<file path="src/rtl/psc_pkg.sv">
`timescale 1ns/1ps
package psc_pkg;

  typedef enum logic [1:0] {
    SYM_ZERO  = 2'b00,
    SYM_ONE   = 2'b01,
    SYM_FLOAT = 2'b10,
    SYM_SYNC  = 2'b11
  } sym_t;

  typedef enum logic [1:0] {
    RUN_BAD   = 2'd0,
    RUN_SHORT = 2'd1,
    RUN_LONG  = 2'd2
  } run_cls_t;

  // Judge one measured run against the short and long windows.
  function automatic run_cls_t classify_run(input int unsigned len,
                                            input int unsigned s_lo,
                                            input int unsigned s_hi,
                                            input int unsigned l_lo,
                                            input int unsigned l_hi);
    if (len >= s_lo && len <= s_hi) return RUN_SHORT;
    if (len >= l_lo && len <= l_hi) return RUN_LONG;
    return RUN_BAD;
  endfunction

  // Pair order long-then-short never forms a symbol.
  function automatic logic pair_order_ok(input logic first_long, input logic second_long);
    return !(first_long && !second_long);
  endfunction

  function automatic sym_t pair_symbol(input logic first_long, input logic second_long);
    case ({first_long, second_long})
      2'b00:   return SYM_ZERO;
      2'b11:   return SYM_ONE;
      2'b01:   return SYM_FLOAT;
      default: return SYM_ZERO;
    endcase
  endfunction

  // Counter step that sticks at all-ones.
  function automatic logic [31:0] sat_step(input logic [31:0] v, input logic [31:0] top);
    return (v >= top) ? top : v + 32'd1;
  endfunction

endpackage

</file>
<file path="src/rtl/psc_sync.sv">
`timescale 1ns/1ps
module psc_sync #(
  parameter int STAGES = 2
) (
  input  logic clk,
  input  logic rst_n,
  input  logic d_async,
  output logic d_sync
);
  logic [STAGES-1:0] chain_q;

  generate
    if (STAGES == 1) begin : g_single
      always_ff @(posedge clk) begin
        if (!rst_n) chain_q <= '0;
        else        chain_q <= d_async;
      end
    end else begin : g_chain
      always_ff @(posedge clk) begin
        if (!rst_n) chain_q <= '0;
        else        chain_q <= {chain_q[STAGES-2:0], d_async};
      end
    end
  endgenerate

  assign d_sync = chain_q[STAGES-1];
endmodule

</file>
<file path="src/rtl/psc_run_meter.sv">
`timescale 1ns/1ps
module psc_run_meter #(
  parameter int CNT_W = 7,
  parameter int TAIL  = 96
) (
  input  logic             clk,
  input  logic             rst_n,
  input  logic             sample_en,
  input  logic             level,
  output logic             run_end,
  output logic             run_level,
  output logic [CNT_W-1:0] run_len,
  output logic             tail_hit
);
  import psc_pkg::*;

  localparam logic [CNT_W-1:0] CNT_MAX = {CNT_W{1'b1}};
  localparam logic [CNT_W-1:0] TAIL_V  = CNT_W'(TAIL);

  logic             lvl_q;
  logic [CNT_W-1:0] cnt_q;
  logic [CNT_W-1:0] cnt_inc;
  logic             edge_seen;
  logic             tail_now;

  assign cnt_inc   = CNT_W'(sat_step(32'(cnt_q), 32'(CNT_MAX)));
  assign edge_seen = sample_en && (level != lvl_q);
  assign tail_now  = sample_en && !edge_seen && !lvl_q &&
                     (cnt_inc == TAIL_V) && (cnt_q != TAIL_V);

  always_ff @(posedge clk) begin
    if (!rst_n) begin
      lvl_q     <= 1'b0;
      cnt_q     <= CNT_MAX;
      run_end   <= 1'b0;
      run_level <= 1'b0;
      run_len   <= '0;
      tail_hit  <= 1'b0;
    end else begin
      run_end  <= edge_seen;
      tail_hit <= tail_now;
      if (edge_seen) begin
        run_level <= lvl_q;
        run_len   <= cnt_q;
        lvl_q     <= level;
        cnt_q     <= CNT_W'(1);
      end else if (sample_en) begin
        cnt_q <= cnt_inc;
      end
    end
  end

  p_len_nonzero_r2: assert property (@(posedge clk) disable iff (!rst_n)
    run_end |-> (run_len != '0));

  p_restart_r2: assert property (@(posedge clk) disable iff (!rst_n)
    (sample_en && level != lvl_q) |=> (cnt_q == CNT_W'(1) && run_end));

  p_no_wrap_r10: assert property (@(posedge clk) disable iff (!rst_n)
    (sample_en && level == lvl_q && cnt_q == CNT_MAX) |=> (cnt_q == CNT_MAX));

  p_tail_once_r6: assert property (@(posedge clk) disable iff (!rst_n)
    tail_hit |=> !tail_hit);
endmodule

</file>
<file path="src/rtl/psc_symbol_fsm.sv">
`timescale 1ns/1ps
module psc_symbol_fsm #(
  parameter int CNT_W     = 7,
  parameter int SHORT_MIN = 3,
  parameter int SHORT_MAX = 5,
  parameter int LONG_MIN  = 11,
  parameter int LONG_MAX  = 13
) (
  input  logic             clk,
  input  logic             rst_n,
  input  logic             run_end,
  input  logic             run_level,
  input  logic [CNT_W-1:0] run_len,
  input  logic             tail_hit,
  output logic             sym_valid,
  output logic [1:0]       sym_code,
  output logic             sym_err
);
  import psc_pkg::*;

  typedef enum logic [1:0] {
    WAIT_H1 = 2'd0,
    WAIT_L1 = 2'd1,
    WAIT_H2 = 2'd2,
    WAIT_L2 = 2'd3
  } phase_t;

  phase_t     st_q, st_n;
  logic       first_long_q, first_long_n;
  logic       second_long_q, second_long_n;
  logic       v_n, err_n;
  logic [1:0] code_n;
  run_cls_t   cls;
  logic       hi_end, lo_end;

  assign cls    = classify_run(32'(run_len), SHORT_MIN, SHORT_MAX, LONG_MIN, LONG_MAX);
  assign hi_end = run_end && run_level;
  assign lo_end = run_end && !run_level;

  always_comb begin
    st_n          = st_q;
    first_long_n  = first_long_q;
    second_long_n = second_long_q;
    v_n           = 1'b0;
    err_n         = 1'b0;
    code_n        = sym_code;
    case (st_q)
      WAIT_H1: begin
        if (hi_end) begin
          if (cls == RUN_BAD) err_n = 1'b1;
          else begin
            first_long_n = (cls == RUN_LONG);
            st_n         = WAIT_L1;
          end
        end
      end
      WAIT_L1: begin
        if (tail_hit) begin
          if (!first_long_q) begin
            v_n    = 1'b1;
            code_n = SYM_SYNC;
          end else err_n = 1'b1;
          st_n = WAIT_H1;
        end else if (lo_end) begin
          if (cls == (first_long_q ? RUN_SHORT : RUN_LONG)) st_n = WAIT_H2;
          else begin
            err_n = 1'b1;
            st_n  = WAIT_H1;
          end
        end
      end
      WAIT_H2: begin
        if (hi_end) begin
          if (cls == RUN_BAD) begin
            err_n = 1'b1;
            st_n  = WAIT_H1;
          end else begin
            second_long_n = (cls == RUN_LONG);
            st_n          = WAIT_L2;
          end
        end
      end
      WAIT_L2: begin
        if (tail_hit) begin
          err_n = 1'b1;
          st_n  = WAIT_H1;
        end else if (lo_end) begin
          if (cls == (second_long_q ? RUN_SHORT : RUN_LONG) &&
              pair_order_ok(first_long_q, second_long_q)) begin
            v_n    = 1'b1;
            code_n = pair_symbol(first_long_q, second_long_q);
          end else err_n = 1'b1;
          st_n = WAIT_H1;
        end
      end
      default: st_n = WAIT_H1;
    endcase
  end

  always_ff @(posedge clk) begin
    if (!rst_n) begin
      st_q          <= WAIT_H1;
      first_long_q  <= 1'b0;
      second_long_q <= 1'b0;
      sym_valid     <= 1'b0;
      sym_code      <= 2'b00;
      sym_err       <= 1'b0;
    end else begin
      st_q          <= st_n;
      first_long_q  <= first_long_n;
      second_long_q <= second_long_n;
      sym_valid     <= v_n;
      sym_code      <= code_n;
      sym_err       <= err_n;
    end
  end

  p_excl_r11: assert property (@(posedge clk) disable iff (!rst_n)
    !(sym_valid && sym_err));

  p_pulse_r11: assert property (@(posedge clk) disable iff (!rst_n)
    sym_valid |=> !sym_valid);

  p_sync_src_r6: assert property (@(posedge clk) disable iff (!rst_n)
    (sym_valid && sym_code == SYM_SYNC) |-> $past(tail_hit));

  p_data_src_r3: assert property (@(posedge clk) disable iff (!rst_n)
    (sym_valid && sym_code != SYM_SYNC) |-> $past(run_end && !run_level));

  p_err_src_r8: assert property (@(posedge clk) disable iff (!rst_n)
    sym_err |-> $past(run_end || tail_hit));

  p_idle_low_r9: assert property (@(posedge clk) disable iff (!rst_n)
    (st_q == WAIT_H1 && lo_end) |=> (!sym_valid && !sym_err));
endmodule

</file>
<file path="src/rtl/pulse_symbol_classifier.sv">
`timescale 1ns/1ps
module pulse_symbol_classifier #(
  parameter int SHORT_MIN   = 3,
  parameter int SHORT_MAX   = 5,
  parameter int LONG_MIN    = 11,
  parameter int LONG_MAX    = 13,
  parameter int SYNC_TAIL   = 96,
  parameter int SYNC_STAGES = 2
) (
  input  logic       clk,
  input  logic       rst_n,
  input  logic       sample_en,
  input  logic       rx_in,
  output logic       sym_valid,
  output logic [1:0] sym_code,
  output logic       sym_err
);
  localparam int CNT_W = $clog2(SYNC_TAIL + 1);

  logic             rx_s;
  logic             run_end;
  logic             run_level;
  logic [CNT_W-1:0] run_len;
  logic             tail_hit;

  psc_sync #(.STAGES(SYNC_STAGES)) u_sync (
    .clk     (clk),
    .rst_n   (rst_n),
    .d_async (rx_in),
    .d_sync  (rx_s)
  );

  psc_run_meter #(.CNT_W(CNT_W), .TAIL(SYNC_TAIL)) u_meter (
    .clk       (clk),
    .rst_n     (rst_n),
    .sample_en (sample_en),
    .level     (rx_s),
    .run_end   (run_end),
    .run_level (run_level),
    .run_len   (run_len),
    .tail_hit  (tail_hit)
  );

  psc_symbol_fsm #(
    .CNT_W     (CNT_W),
    .SHORT_MIN (SHORT_MIN),
    .SHORT_MAX (SHORT_MAX),
    .LONG_MIN  (LONG_MIN),
    .LONG_MAX  (LONG_MAX)
  ) u_fsm (
    .clk       (clk),
    .rst_n     (rst_n),
    .run_end   (run_end),
    .run_level (run_level),
    .run_len   (run_len),
    .tail_hit  (tail_hit),
    .sym_valid (sym_valid),
    .sym_code  (sym_code),
    .sym_err   (sym_err)
  );

  p_tail_after_low_r6: assert property (@(posedge clk) disable iff (!rst_n)
    tail_hit |-> !run_end);
endmodule

</file>
<file path="config.mk">
export PLATFORM = sky130hd
export DESIGN_NAME = pulse_symbol_classifier
export DESIGN_NICKNAME = d
export VERILOG_FILES = /design/src/rtl/psc_pkg.sv /design/src/rtl/psc_sync.sv /design/src/rtl/psc_run_meter.sv /design/src/rtl/psc_symbol_fsm.sv /design/src/rtl/pulse_symbol_classifier.sv
export SDC_FILE = /design/constraint.sdc
export NUM_CORES = 1
export LEC_CHECK = 0
export ABC_CLOCK_PERIOD_IN_PS = 1500
export CAP_MARGIN = 20
export CORE_ASPECT_RATIO = 1.5
export CORE_MARGIN = 4
export CORE_UTILIZATION = 25
export DETAILED_ROUTE_END_ITERATION = 10
export PLACE_DENSITY = 0.49
export SYNTH_ARGS = -nofsm -noshare
export SYNTH_HDL_FRONTEND = slang
export SYNTH_HIERARCHICAL = 1
export SYNTH_SLANG_ARGS = --single-unit
export TNS_END_PERCENT = 30
</file>
<file path="constraint.sdc">
create_clock -name clk -period 1.5 [get_ports clk]
set_input_delay 0.3 -clock clk [delete_from_list [all_inputs] [get_ports clk]]
set_output_delay 0.3 -clock clk [all_outputs]
set_load 0.02 [all_outputs]
</file>
==> summary.txt <==
Synth
  • Avg Inst Size Synth: about 8.4 µm²
  • Post-Syn Area: approximately 1500 µm²
  • Distinct cells, synth: 47
  • Yosys top cell area share: a little under two fifths
  • Largest cells by area after synthesis: dfxtp_1, nand2_1, a21oi_1
  • Top FF cell, synth: dfxtp_1
  • Ys async rst share: 0%
  • Cells after Synth: 178
  • Sequential share of the synthesized area: between 30% and 40%
  • Syn_nets: 184
  • Synth area leader: dfxtp_1
  • Number of synthesized flops with an enable pin: 0
  • Post-synthesis register bit count: 28
  • Yosys warning total: 6

Routing
  • DRC: 0
  • DR vias/cell: about 4.9
  • WL final: roughly 3600 µm
  • Vias: 1360
  • WL/cell: 13.13 µm
  • Antenna Nets Post-Route: 0
  • DR pass1 iterations: 4
  • Initial DRC Count: 52

Placement
  • DP HPWL: approximately 2800 µm
  • Buffers on Ports: 7
  • Final GP Congestion: between 0.7 and 0.8
  • Placed cells: between 200 and 300

STA
  • Max Slew Vio Count: 0
  • Tightest Pin Transition: 288.5 ps
  • Hold slack final: ~440 ps
  • Final worst path period need: ~1400 ps
  • Slew Limit Headroom: about four fifths
  • Final hold violations: 0
  • Fin crit share: roughly 95%
  • RSZ-0062 raised after global routing: yes
  • Worst Skew: approximately 2.5 ps
  • Final setup fails: 0
  • Max Fclk: 704.3 MHz

Clock tree
  • CTS H-tree depth: 1
  • CTS Buf Count: 3
  • CTS tree: built
  • Clock slew at reported path FFs: 90 ps
  • Cell chosen for the clock root: clkbuf_8
  • CTS Hold Bufs: 0
  • Clk_lat worst skew: roughly 270 ps
  • CTS Buffer Depth: 2
  • CTS sink cnt: 28

Global routing
  • Largest net degree at the start of global routing: 27
  • GR Util All Layers: 10.73%
  • Initial antenna violation count: 0
  • Total gr overflow: 0
  • Vias in the first global route: 1363
  • First-pass GRT wire length: ~6200 µm

Critical path
  • CP Launch Type: flip-flop
  • Critical path capture point type: flip-flop
  • Critical path class: reg2reg
  • Flop2flop setup slack: approximately 80 ps
  • Critical Path Max Stage Delay: approximately 380 ps
  • WP data arrival: ~1600 ps
  • CP required: approximately 1700 ps
  • CP max FO: 5
  • Worst-path cell chain: inv_1 > ha_1 > nor4_2 > nand3_1 > a2111oi_2
  • CP max-delay cell: dfxtp_4

Cells and area
  • Nets: ~210
  • Non-Filler Instances: ~280
  • # fillers: 623
  • Syn-to-layout area delta: 25.42%
  • Share of layout cells above drive strength 1: between 20% and 30%
  • ANT cells: 0

Floorplan
  • Core Region: 5828 µm²
  • Initial Util: between 20% and 30%
  • Die area: about 7300 µm²
  • Rows: 34
  • IO Count: 8
  • Die X: roughly 71 µm
  • Die height: about 100 µm

Worst hold path
  • Hold Crit Class: reg2reg

Run status
  • Status: finished clean

Pwr
  • Pleak: 0.8120 nW
  • Pwr per Cell Area: a little under 900 nW/µm²
  • Maximum vdd drop: 290.8 µV

Job
  • # Max-Cap Violations: 0
-- registers in the layout (all words and copies together), names as in the netlist --
name                 cells
u_meter/lvl_q            1
u_fsm/sym_code           2
u_fsm/second_long_q      1
u_meter/tail_hit         1
u_fsm/sym_valid          1
u_fsm/st_q               2
u_fsm/first_long_q       1
u_meter/run_level        1
u_meter/cnt_q            7
u_fsm/sym_err            1
u_sync/chain_q           2
u_meter/run_len          7
u_meter/run_end          1
-- Yosys cell counts (2+ instances only) --
master	number
dfxtp_1	28
nand2_1	23
a21oi_1	13
nand3_1	13
o21ai_0	12
nor2_1	10
a21boi_0	5
mux2i_1	5
nand2b_1	5
a31oi_1	4
and2_1	4
buf_2	4
inv_1	4
nor2b_1	4
clkbuf_1	3
nor3_1	3
o211ai_1	3
a41oi_1	2
and3_1	2
ha_1	2
nand3b_1	2
xor2_1	2
-- cell type report --
cell class / count / area, µm² / share of cell area, %
clock buffer: 3 / 41.29 / 2.193
inverter: 4 / 15.01 / 0.7973
tap: 72 / 90.09 / 4.784
sequential: 28 / 568.0 / 30.17
multi-input combinational: 137 / 889.6 / 47.24
timing repair buffer: 34 / 279.0 / 14.82
-- metal layers --
layer  vias to the layer above  share of wire, %  track usage, %
met1                       648                40           11.61
met3                         6               2.4           1.463
li1                        693                 -               -
met5                         -                 0               0
met4                         0               2.4           5.499
met2                        13                56           20.04
-- logic make-up (layout without fill, tap and decap cells) --
group	after synthesis	in the layout	share of synthesized area, %
multiplexers	5	5	3.333
flip-flops	28	28	37.33
AO/OA/AOI/OAI	47	47	22.00
XOR/XNOR	3	3	1.750
AND/OR/NAND/NOR	80	80	30.08
buffers and inverters	13	41	3.833
adder cells (fa/ha/maj)	2	2	1.666
-- repair_timing --
item | 4_1_cts | 5_1_grt
setup buffers | 0 | 0
resized for setup | 3 | 9
endpoints found under the setup margin | 3 | 9
-- layout by cell type, fill, tap and decap left out, types with 2 or more instances in the layout --
master           Yosys  routed
a21boi_0             5       5
nor2_1              10      10
inv_1                4       4
nor3_1               3       3
dlymetal6s2s_1       0       2
buf_4                1      26
nand3b_1             2       2
nand3_1             13      13
nand2b_1             5       5
clkdlybuf4s50_1      0       3
a41oi_1              2       2
and3_1               2       2
dlygate4sd2_1        0       2
and2_1               4       4
dfxtp_1             28      24
xor2_1               2       2
clkbuf_8             0       3
nor2b_1              4       4
a31oi_1              4       4
ha_1                 2       2
nand2_1             23      23
o211ai_1             3       3
o21ai_0             12      11
a21oi_1             13      13
mux2i_1              5       5
dfxtp_2              0       3
-- path summary, 6_finish.rpt --
path	to	cells past startpoint	startpoint
worst max-delay path	u_meter/tail_hit$_SDFF_PN0_	5	u_meter/cnt_q[0]$_SDFFE_PP1P_
worst min-delay path	u_sync/chain_q[1]$_SDFF_PN0_	1	u_sync/chain_q[0]$_SDFF_PN0_
worst max register to register	u_meter/tail_hit$_SDFF_PN0_	5	u_meter/cnt_q[0]$_SDFFE_PP1P_
worst min register to register	u_sync/chain_q[1]$_SDFF_PN0_	1	u_sync/chain_q[0]$_SDFF_PN0_
-- stage by stage --
step / setup TNS (ps) / utilization [%] / instance area, µm² / setup WS, ps / power, mW
global placement: -372.9 / 31.26 / 1822 / -95.32 / 1.237
finish: 0 / 32.31 / 1883 / 80.24 / 1.641
detailed placement: -581.2 / 31.26 / 1822 / -111.0 / 1.235
global route: -38.52 / 32.31 / 1883 / -38.52 / 1.741
CTS: 0 / 31.95 / 1862 / 0.03930 / 1.658
floorplan: 0 / - / 1501 / 66.38 / 1.059
-- critical path: cells and delay by family (launching register included) --
family	cells	cell delay, ps
buffers and inverters	1	60
AND/OR/NAND/NOR	2	380
adder cells (fa/ha/maj)	1	320
AO/OA/AOI/OAI	1	200
flip-flops	1	380
-- power by group --
part           leakage [nW]  switching (mW)  internal, mW
Sequential            0.228          0.0345         0.782
Combinational         0.562           0.212         0.203
Clock                0.0216           0.229         0.180
Total                 0.812           0.476          1.17
No activity file was read; power rests on OpenSTA's default activity.
